File: src/rtl/opn_pkg.sv
package opn_pkg;

    typedef enum logic [1:0] {
        AM_IMM = 2'd0,
        AM_DIR = 2'd1,
        AM_IND = 2'd2,
        AM_PRE = 2'd3
    } amode_e;

    typedef enum logic [1:0] {
        ST_IDLE  = 2'd0,
        ST_EVAL  = 2'd1,
        ST_RDATA = 2'd2
    } nst_e;

endpackage

File: src/rtl/opn_mod_add.sv
// Modular adder: both inputs must already lie in [0, MOD).
module opn_mod_add #(
    parameter int MOD = 1000,
    parameter int AW  = $clog2(MOD)
) (
    input  logic [AW-1:0] x,
    input  logic [AW-1:0] y,
    output logic [AW-1:0] s
);
    localparam logic [AW:0] MODV = (AW+1)'(MOD);

    logic [AW:0] sum;

    always_comb begin
        sum = {1'b0, x} + {1'b0, y};
        if (sum >= MODV) begin
            s = AW'(sum - MODV);
        end else begin
            s = AW'(sum);
        end
    end
endmodule

File: src/rtl/opn_side_sel.sv
// Picks the mode and field of the operand currently being resolved.
module opn_side_sel #(
    parameter int AW = 10
) (
    input  logic                side_b,
    input  opn_pkg::amode_e     mode_a,
    input  opn_pkg::amode_e     mode_b,
    input  logic [AW-1:0]       field_a,
    input  logic [AW-1:0]       field_b,
    output opn_pkg::amode_e     cur_mode,
    output logic [AW-1:0]       cur_field
);
    always_comb begin
        cur_mode  = side_b ? mode_b  : mode_a;
        cur_field = side_b ? field_b : field_a;
    end
endmodule

File: src/rtl/opnd_normaliser.sv
module opnd_normaliser #(
    parameter int CORE_SIZE = 1000,
    parameter int AW        = $clog2(CORE_SIZE)
) (
    input  logic          clk,
    input  logic          rst_n,
    input  logic          start,
    input  logic [1:0]    mode_a,
    input  logic [1:0]    mode_b,
    input  logic [AW-1:0] field_a,
    input  logic [AW-1:0] field_b,
    input  logic [AW-1:0] pc,
    output logic          busy,
    output logic          done,
    output logic [AW-1:0] opa_val,
    output logic          opa_imm,
    output logic [AW-1:0] opb_val,
    output logic          opb_imm,
    output logic          mem_req,
    output logic          mem_we,
    output logic [AW-1:0] mem_addr,
    output logic [AW-1:0] mem_wdata,
    input  logic [AW-1:0] mem_rdata
);
    import opn_pkg::*;

    localparam logic [AW-1:0] MINUS_ONE = AW'(CORE_SIZE - 1);

    typedef struct packed {
        nst_e          st;
        logic          side_b;
        amode_e        ma;
        amode_e        mb;
        logic [AW-1:0] fa;
        logic [AW-1:0] fb;
        logic [AW-1:0] pc;
        logic [AW-1:0] ptr;
        logic [AW-1:0] av;
        logic          ai;
        logic [AW-1:0] bv;
        logic          bi;
        logic          done;
    } regs_t;

    regs_t r_d, r_q;

    amode_e        cur_mode;
    logic [AW-1:0] cur_field;
    logic [AW-1:0] eff_addr;
    logic [AW-1:0] dec_val;
    logic [AW-1:0] offset;
    logic [AW-1:0] ind_addr;
    logic          res_rdy;
    logic [AW-1:0] res_val;
    logic          res_imm;

    opn_side_sel #(.AW(AW)) u_sel (
        .side_b    (r_q.side_b),
        .mode_a    (r_q.ma),
        .mode_b    (r_q.mb),
        .field_a   (r_q.fa),
        .field_b   (r_q.fb),
        .cur_mode  (cur_mode),
        .cur_field (cur_field)
    );

    // pc + field
    opn_mod_add #(.MOD(CORE_SIZE), .AW(AW)) u_add_base (
        .x (r_q.pc), .y (cur_field), .s (eff_addr)
    );

    // read value - 1, done as + (M-1)
    opn_mod_add #(.MOD(CORE_SIZE), .AW(AW)) u_add_dec (
        .x (mem_rdata), .y (MINUS_ONE), .s (dec_val)
    );

    assign offset = (cur_mode == AM_PRE) ? dec_val : mem_rdata;

    // pointer word address + offset
    opn_mod_add #(.MOD(CORE_SIZE), .AW(AW)) u_add_ind (
        .x (r_q.ptr), .y (offset), .s (ind_addr)
    );

    always_comb begin
        r_d       = r_q;
        r_d.done  = 1'b0;
        res_rdy   = 1'b0;
        res_val   = '0;
        res_imm   = 1'b0;
        mem_req   = 1'b0;
        mem_we    = 1'b0;
        mem_addr  = eff_addr;
        mem_wdata = dec_val;

        case (r_q.st)
            ST_IDLE: begin
                if (start) begin
                    r_d.st     = ST_EVAL;
                    r_d.side_b = 1'b0;
                    r_d.ma     = amode_e'(mode_a);
                    r_d.mb     = amode_e'(mode_b);
                    r_d.fa     = field_a;
                    r_d.fb     = field_b;
                    r_d.pc     = pc;
                end
            end
            ST_EVAL: begin
                case (cur_mode)
                    AM_IMM: begin
                        res_rdy = 1'b1;
                        res_val = cur_field;
                        res_imm = 1'b1;
                    end
                    AM_DIR: begin
                        res_rdy = 1'b1;
                        res_val = eff_addr;
                    end
                    default: begin
                        mem_req = 1'b1;
                        r_d.ptr = eff_addr;
                        r_d.st  = ST_RDATA;
                    end
                endcase
            end
            ST_RDATA: begin
                res_rdy = 1'b1;
                res_val = ind_addr;
                if (cur_mode == AM_PRE) begin
                    mem_req  = 1'b1;
                    mem_we   = 1'b1;
                    mem_addr = r_q.ptr;
                end
            end
            default: r_d.st = ST_IDLE;
        endcase

        if (res_rdy) begin
            if (!r_q.side_b) begin
                r_d.av     = res_val;
                r_d.ai     = res_imm;
                r_d.side_b = 1'b1;
                r_d.st     = ST_EVAL;
            end else begin
                r_d.bv   = res_val;
                r_d.bi   = res_imm;
                r_d.done = 1'b1;
                r_d.st   = ST_IDLE;
            end
        end
    end

    always_ff @(posedge clk) begin
        if (!rst_n) begin
            r_q <= '0;
        end else begin
            r_q <= r_d;
        end
    end

    assign busy    = (r_q.st != ST_IDLE);
    assign done    = r_q.done;
    assign opa_val = r_q.av;
    assign opa_imm = r_q.ai;
    assign opb_val = r_q.bv;
    assign opb_imm = r_q.bi;

endmodule

File: config.mk
export PLATFORM = sky130hd
export DESIGN_NAME = opnd_normaliser
export DESIGN_NICKNAME = d
export VERILOG_FILES = /design/src/rtl/opn_pkg.sv /design/src/rtl/opn_mod_add.sv /design/src/rtl/opn_side_sel.sv /design/src/rtl/opnd_normaliser.sv
export SDC_FILE = /design/constraint.sdc
export NUM_CORES = 1
export LEC_CHECK = 0
export BUFFER_PORTS_ARGS = -buffer_cell sky130_fd_sc_hd__buf_2
export CAP_MARGIN = 15
export CORE_MARGIN = 8
export CORE_UTILIZATION = 57
export CTS_CLUSTER_DIAMETER = 200
export DETAILED_ROUTE_END_ITERATION = 6
export PLACE_DENSITY = 0.79
export SLEW_MARGIN = 0
export SYNTH_ARGS = -nofsm -noshare
export SYNTH_HDL_FRONTEND = slang
export SYNTH_SLANG_ARGS = --single-unit
export TNS_END_PERCENT = 1
File: constraint.sdc
create_clock -name clk -period 5.62 [get_ports clk]
set_clock_uncertainty 0.1 [all_clocks]
set_input_delay 1.124 -clock clk [delete_from_list [all_inputs] [get_ports clk]]
set_output_delay 1.124 -clock clk [all_outputs]
set_load 0.02 [all_outputs]
Yosys cells after proc, flatten, opt, wreduce, memory -nomap -nowiden
Index checks and enable logic that the tools add are counted.
{"block": "totals", "mem_bits_rw": 0, "regBits": 70, "elab_cells": 67, "mem_count": 0, "input_bits": 47, "romBits": 0, "latchBits": 0}
{"block": "op_classes", "addsub": 6, "n_reduce_logical": 10, "shifts": 0, "div": 0, "n_eq_ne": 7, "order_cmp": 3, "multipliers": 0, "n_mux": 26, "bitwise_logic": 2}
{"operator": "two-way mux 10 bit", "n": 7}
{"operator": "case mux 10 bit (2 select lines)", "n": 2}
{"operator": "two-way mux 37 bit", "n": 1}
{"operator": "two-way mux 35 bit", "n": 1}
{"operator": "greater-or-equal comparator 11 x 10 -> 1 bit (second input constant)", "n": 3}
{"operator": "subtractor 10 bit (second input constant)", "n": 3}
{"operator": "adder 10 x 10 -> 11 bit", "n": 2}
{"operator": "adder 10 x 10 -> 11 bit (second input constant)", "n": 1}
{"operator": "AND reduction 2 bit", "n": 5}
{"operator": "two-way mux 1 bit", "n": 9}
{"operator": "inequality test 3 bit (second input constant)", "n": 2}
{"operator": "case mux 2 bit (3 select lines)", "n": 1}
{"operator": "equality test 2 x 1 -> 1 bit (second input constant)", "n": 2}
{"operator": "equality test 2 bit (second input constant)", "n": 2}
{"operator": "logical NOT 2 bit", "n": 2}
{"operator": "two-way mux 2 bit", "n": 2}
{"operator": "case mux 1 bit (2 select lines)", "n": 2}
{"operator": "two-way mux 3 bit", "n": 1}
{"operator": "AND reduction 3 bit", "n": 1}
{"operator": "inequality test 2 bit (second input constant)", "n": 1}
{"operator": "inverter 1 bit", "n": 2}
{"operator": "nonzero test 2 bit", "n": 1}
{"operator": "OR reduction 2 bit", "n": 1}

Logic depth before layout (Yosys ltp)
{"block": "depth", "depth_word": 8, "ltp_mapped": 24, "mapped_depth_nobuf": 23}

Hierarchy
Synthesis repeated with hierarchy kept, for this count alone.
{"block": "unflattened", "cells_unflattened": 674, "hier_area_um2": 5775.5}
{"module": "opnd_normaliser", "cells_each": 379, "area_each_um2": 3319.4, "seq_area_each_um2": 1401.3, "instances": 1}
{"module": "opn_mod_add (u_add_dec)", "cells_each": 100, "area_each_um2": 833.3, "seq_area_each_um2": 0.0, "instances": 1}
{"module": "opn_mod_add (u_add_base)", "cells_each": 100, "area_each_um2": 808.3, "seq_area_each_um2": 0.0, "instances": 1}
{"module": "opn_mod_add (u_add_ind)", "cells_each": 82, "area_each_um2": 630.6, "seq_area_each_um2": 0.0, "instances": 1}
{"module": "opn_side_sel", "cells_each": 13, "area_each_um2": 183.9, "seq_area_each_um2": 0.0, "instances": 1}

Worst setup path after synthesis
OpenSTA, ideal clock, no wires.
{"block": "synth_path", "path_kind": "input to register", "start": "input mem_rdata[0]", "end": "register r_q (netlist bit opa_val[4])", "stages": 21, "arrival_time_ns": 5.344, "setup_ns": 0.130, "setup_slack_ns": 0.046, "path_cell_list": "inv_1 > ha_1 > nand2b_1 > nand2_1 > xor2_1 > ha_1 > inv_1 > a31o_2 > a21oi_2 > mux2i_1 > nand2_1 > nand2_1 > ha_1 > a21o_1 > a221oi_4 > mux2i_1 > a211oi_1 > and4_1 > o22ai_1 > a221oi_2 > a21oi_2"}
{"block": "synth_via", "elab_chain_len": 8, "elab_cells_between_ends": 10, "cone_classes": "add/sub (4); order compare (2); mux (4)"}
{"element": "start: declaration", "line": "opnd_normaliser.sv:23", "text": "input logic [AW-1:0] mem_rdata"}
{"element": "adder 10 x 10 -> 11 bit (*)", "line": "opn_mod_add.sv:15", "text": "sum = {1'b0, x} + {1'b0, y};"}
{"element": "subtractor 10 bit or greater-or-equal comparator 11 x 10 -> 1 bit (tied branches)", "line": "opn_mod_add.sv:17, opn_mod_add.sv:16"}
{"element": "two-way mux 10 bit (*)", "line": "opn_mod_add.sv:16", "text": "if (sum >= MODV) begin"}
{"element": "via mem_wdata[4]", "line": "opnd_normaliser.sv:22", "text": "output logic [AW-1:0] mem_wdata,"}
{"element": "two-way mux 10 bit (*)", "line": "opnd_normaliser.sv:77", "text": "assign offset = (cur_mode == AM_PRE) ? dec_val : mem_rdata;"}
{"element": "adder 10 x 10 -> 11 bit (*)", "line": "opn_mod_add.sv:15"}
{"element": "subtractor 10 bit or greater-or-equal comparator 11 x 10 -> 1 bit (tied branches)", "line": "opn_mod_add.sv:17, opn_mod_add.sv:16"}
{"element": "two-way mux 10 bit (*)", "line": "opn_mod_add.sv:16"}
{"element": "case mux 10 bit (2 select lines) (*)", "line": "opnd_normaliser.sv:95", "text": "case (r_q.st)"}
{"element": "end signal: assignment", "line": "opnd_normaliser.sv:156", "text": "r_q <= r_d;"}
{"element": "end: declaration", "line": "opnd_normaliser.sv:45", "text": "regs_t r_d, r_q;"}
Mark *: on every way through the listed nets, which the timed path passes. The rest lies on a longest branch.
A chain may end at the register's enable or synchronous reset.

Worst setup path in the final report
{"block": "layout_path", "start": "input mem_rdata[0]", "end": "register r_q (netlist bit opb_val[4])"}
{"block": "layout_via", "elab_chain_len": 8, "elab_cells_between_ends": 10, "cone_classes": "add/sub (4); order compare (2); mux (4)"}
{"element": "adder 10 x 10 -> 11 bit", "line": "opn_mod_add.sv:15"}
{"element": "subtractor 10 bit or greater-or-equal comparator 11 x 10 -> 1 bit (tied branches)", "line": "opn_mod_add.sv:17, opn_mod_add.sv:16"}
{"element": "two-way mux 10 bit", "line": "opn_mod_add.sv:16"}
{"element": "two-way mux 10 bit (*)", "line": "opnd_normaliser.sv:77"}
{"element": "adder 10 x 10 -> 11 bit (*)", "line": "opn_mod_add.sv:15"}
{"element": "subtractor 10 bit or greater-or-equal comparator 11 x 10 -> 1 bit (tied branches)", "line": "opn_mod_add.sv:17, opn_mod_add.sv:16"}
{"element": "two-way mux 10 bit (*)", "line": "opn_mod_add.sv:16"}
{"element": "case mux 10 bit (2 select lines) (*)", "line": "opnd_normaliser.sv:95"}
Mark *: on every way between the ends. The rest lies on a longest branch, timed or not.

==> flow_summary.yaml <==
die:
  die_w_um: 111
  start_util: 0.575
  dieArea_um2: 12400
  ioPinCount: 93
  die_h_um: 111
  coreArea_um2: 9020
  num_rows: 35
finish:
  final_cell_mix: "nand2_1 (121), buf_2 (92), a21oi_1 (70), dfxtp_1 (70), nor2_1 (55)"
  layout_commonest_cell: "nand2_1"
  fin_area_um2: 5860
  nets: 832
  antennaDiodeCount: 0
  layout-drive-gt1-share: 0.216
  area_delta_synth_final_pct: 13.1
synth:
  yosys.area_share.simple: 0.216
  post_synth.cell_area_avg_um2: 7.52
  yosys_most_used_dff: "dfxtp_1"
  synth-seq-cells: 70
  ys_seq_area_frac: 0.270
  ys_async_sr_fraction: 0
  synth_top_family_by_area: "compound AO/OA/AOI/OAI gates"
  synth_xor_xnor_area_share: 0.0502
  synthAdderAreaFrac: 0.0801
  synth.distinct_cells: 65
  synth_area_um2: 5180
  synth_compound_area_frac: 0.249
  netlist_instances: 689
  ys.warnings.count: 0
  synth_fp_nets: 768
  synth_edf_count: 0
  synthMuxAreaShare: 0.0635
critical_path:
  critPathRequiredTime_ns: 5.75
  crit_fanout: 4
  arrival_ns: 5.48
  critPathLaunch: "mem_rdata[0]"
  crit_path_end_kind: "flip-flop"
  worstSetupStartpointType: "input pin"
  criticalPathCategory: "in -> reg"
  timing.rr.start: "r_q[67]"
clock_tree:
  path_clk_slew_ns: 0.09
  cts_tree: "built"
  postCtsSetupRepairBufs: 0
  cts_num_sinks: 70
  htreeDepth: 3
  numCtsBuffers: 9
  clockBufferDepth: 2
  root_buffer: "clkbuf_8"
  clock_latency_ns: 0.37
grt:
  grt-ovfl-total: 0
  antenna_found_initial: 0
  track_usage: 0.231
  grt_pass1_vias: 4923
  grt_max_degree: 56
  grt_pass1_wl_mm: 24.0
worst_hold_path:
  hold_path_startpoint: "r_q[49]"
  hold_path_class: "reg -> reg"
sta:
  rsz0062_at_grt: "no"
  setup_viol: 0
  tightest_slew_ns: 0.986
  min_period_ns: 5.36
  final-hold-violation-count: 0
  slew_headroom: 0.342
  drv_slew: 0
  fin_tns_setup_ns: 0
  min_period_over_period: 0.953
  max_freq_mhz: 187
route:
  first_pass_iters: 5
  drtIter0Drc: 364
  routed_wl_mm: 14.9
  avgRoutedWirePerCell_um: 17.1
  viasPerCell: 5.88
  num_vias: 5114
  drc: 0
  ant_nets: 0
power:
  p_per_area_nw_per_um2: 363
  leakage_uw: 0.00254
  pwr-share-seq: 0.289
  netSwitchingFraction: 0.464
  peakVddDrop_v: 0.000242
  combPwrFrac: 0.521
  clockPowerShare: 0.190
  p_int_uw: 1140
  switchingPower_uw: 986
  p_total_uw: 2130
place:
  numPortBuffers: 92
  gp_congestion: 0.945
  dp_hpwl_mm: 11.5
  dpl-instance-area_um2: 5590
run:
  drv_cap: 0
outcome:
  status: "finished clean"
## cells in the mapped netlist, types with 3 or more instances
cell	n	area share
nor2_1	55	0.040
xnor2_1	15	0.025
buf_4	20	0.029
a31oi_1	15	0.018
or2_2	4	0.0048
a211oi_1	17	0.025
mux2i_1	16	0.031
nor2b_1	5	0.0060
and3_1	4	0.0048
mux2_2	15	0.033
nor3_1	14	0.014
nand3_1	12	0.012
nand2b_1	8	0.0097
o211ai_1	4	0.0058
xor2_1	11	0.019
a21oi_1	71	0.069
a21o_1	9	0.013
ha_1	30	0.072
and2_1	7	0.0084
inv_1	25	0.018
o21ai_0	39	0.038
nand2_1	121	0.088
a31o_2	4	0.0068
or3_1	3	0.0036
nor3b_1	3	0.0043
nand4_1	4	0.0048
dfxtp_1	70	0.27
clkbuf_1	28	0.020
o21a_1	3	0.0043
nand3b_1	5	0.0072
a21oi_2	5	0.0084
## path summary, 6_finish.rpt
kind / to / slack (ns) / depth (start not counted)
setup reg to reg: opb_val[7] / 1.19 / 17
hold / removal: r_q[49] / 0.36 / 2
hold reg to reg: r_q[49] / 0.36 / 2
setup / recovery: opb_val[4] / 0.26 / 24
## critical path, stage by stage
cell and delay [ns]:
buf_2 0.11, inv_1 0.06, ha_1 0.24, nand2b_1 0.13, nand2_1 0.10, xor2_2 0.17, ha_1 0.22, inv_1 0.08
a31o_2 0.11, a21oi_2 0.07, a211oi_1 0.44, xnor2_1 0.17, nor2_1 0.14, xor2_1 0.21, ha_1 0.30, a21o_1 0.20
a31oi_1 0.23, a21oi_1 0.12, or3_1 0.39, and4_1 0.25, nand3b_1 0.10, o21ai_0 0.14, a221oi_2 0.29, a21oi_2 0.08
## per-layer routing
| metal | share of wire | global-route usage | vias up |
|---|---|---|---|
| met3 | 0.060 | 0.0435 | 22 |
| met4 | 0.016 | 0.0631 | 0 |
| met5 | 0 | 0 | - |
| li1 | - | - | 2544 |
| met1 | 0.44 | 0.292 | 2391 |
| met2 | 0.49 | 0.389 | 157 |
## power by group through the flow
stage               Sequential (µW)  Clock (µW)  Combinational (µW)
global placement                622           0                1040
detailed placement              627           0                1060
CTS                             615         407                1060
global route                    625         428                1210
floorplan                       616           0                 793
finish                          615         403                1110
## registers in the layout, summed over array words and instances, names as in the netlist
signal,count
r_q,47
opa_val,10
opb_val,10
opb_imm,1
opa_imm,1
done,1
## stage by stage
stage	instances	worst slack (ns)	util	hold slack, ns
floorplan	689	0.0460	-	0.333
global placement	850	0.0844	0.619	0.341
detailed placement	850	-0.0629	0.619	0.347
CTS	866	0.167	0.640	0.360
global route	869	0.0117	0.650	0.380
finish	869	0.262	0.650	0.359
## cell type report
cell class / instances / area [µm²]
clock buffers: 9 / 124
clock inverters: 7 / 65.1
fillers: 812 / 3160
inverters: 26 / 97.6
multi-input cells: 541 / 3430
flip-flops and latches: 70 / 1400
well taps: 111 / 139
repair buffers: 105 / 602
## logic make-up (layout without fill, tap and decap cells)
group / count (synthesis) / in the layout
adder cells (fa/ha/maj): 32 / 32
buffers and inverters: 78 / 147
multiplexers: 31 / 31
flip-flops: 70 / 70
AND/OR/NAND/NOR: 251 / 251
AO/OA/AOI/OAI: 199 / 199
XOR/XNOR: 28 / 28
## repair_timing
action	in CTS	in global routing
gates resized for setup	0	4
hold buffers	0	0
setup endpoints to repair	0	15
No activity file was read; power rests on OpenSTA's default activity.
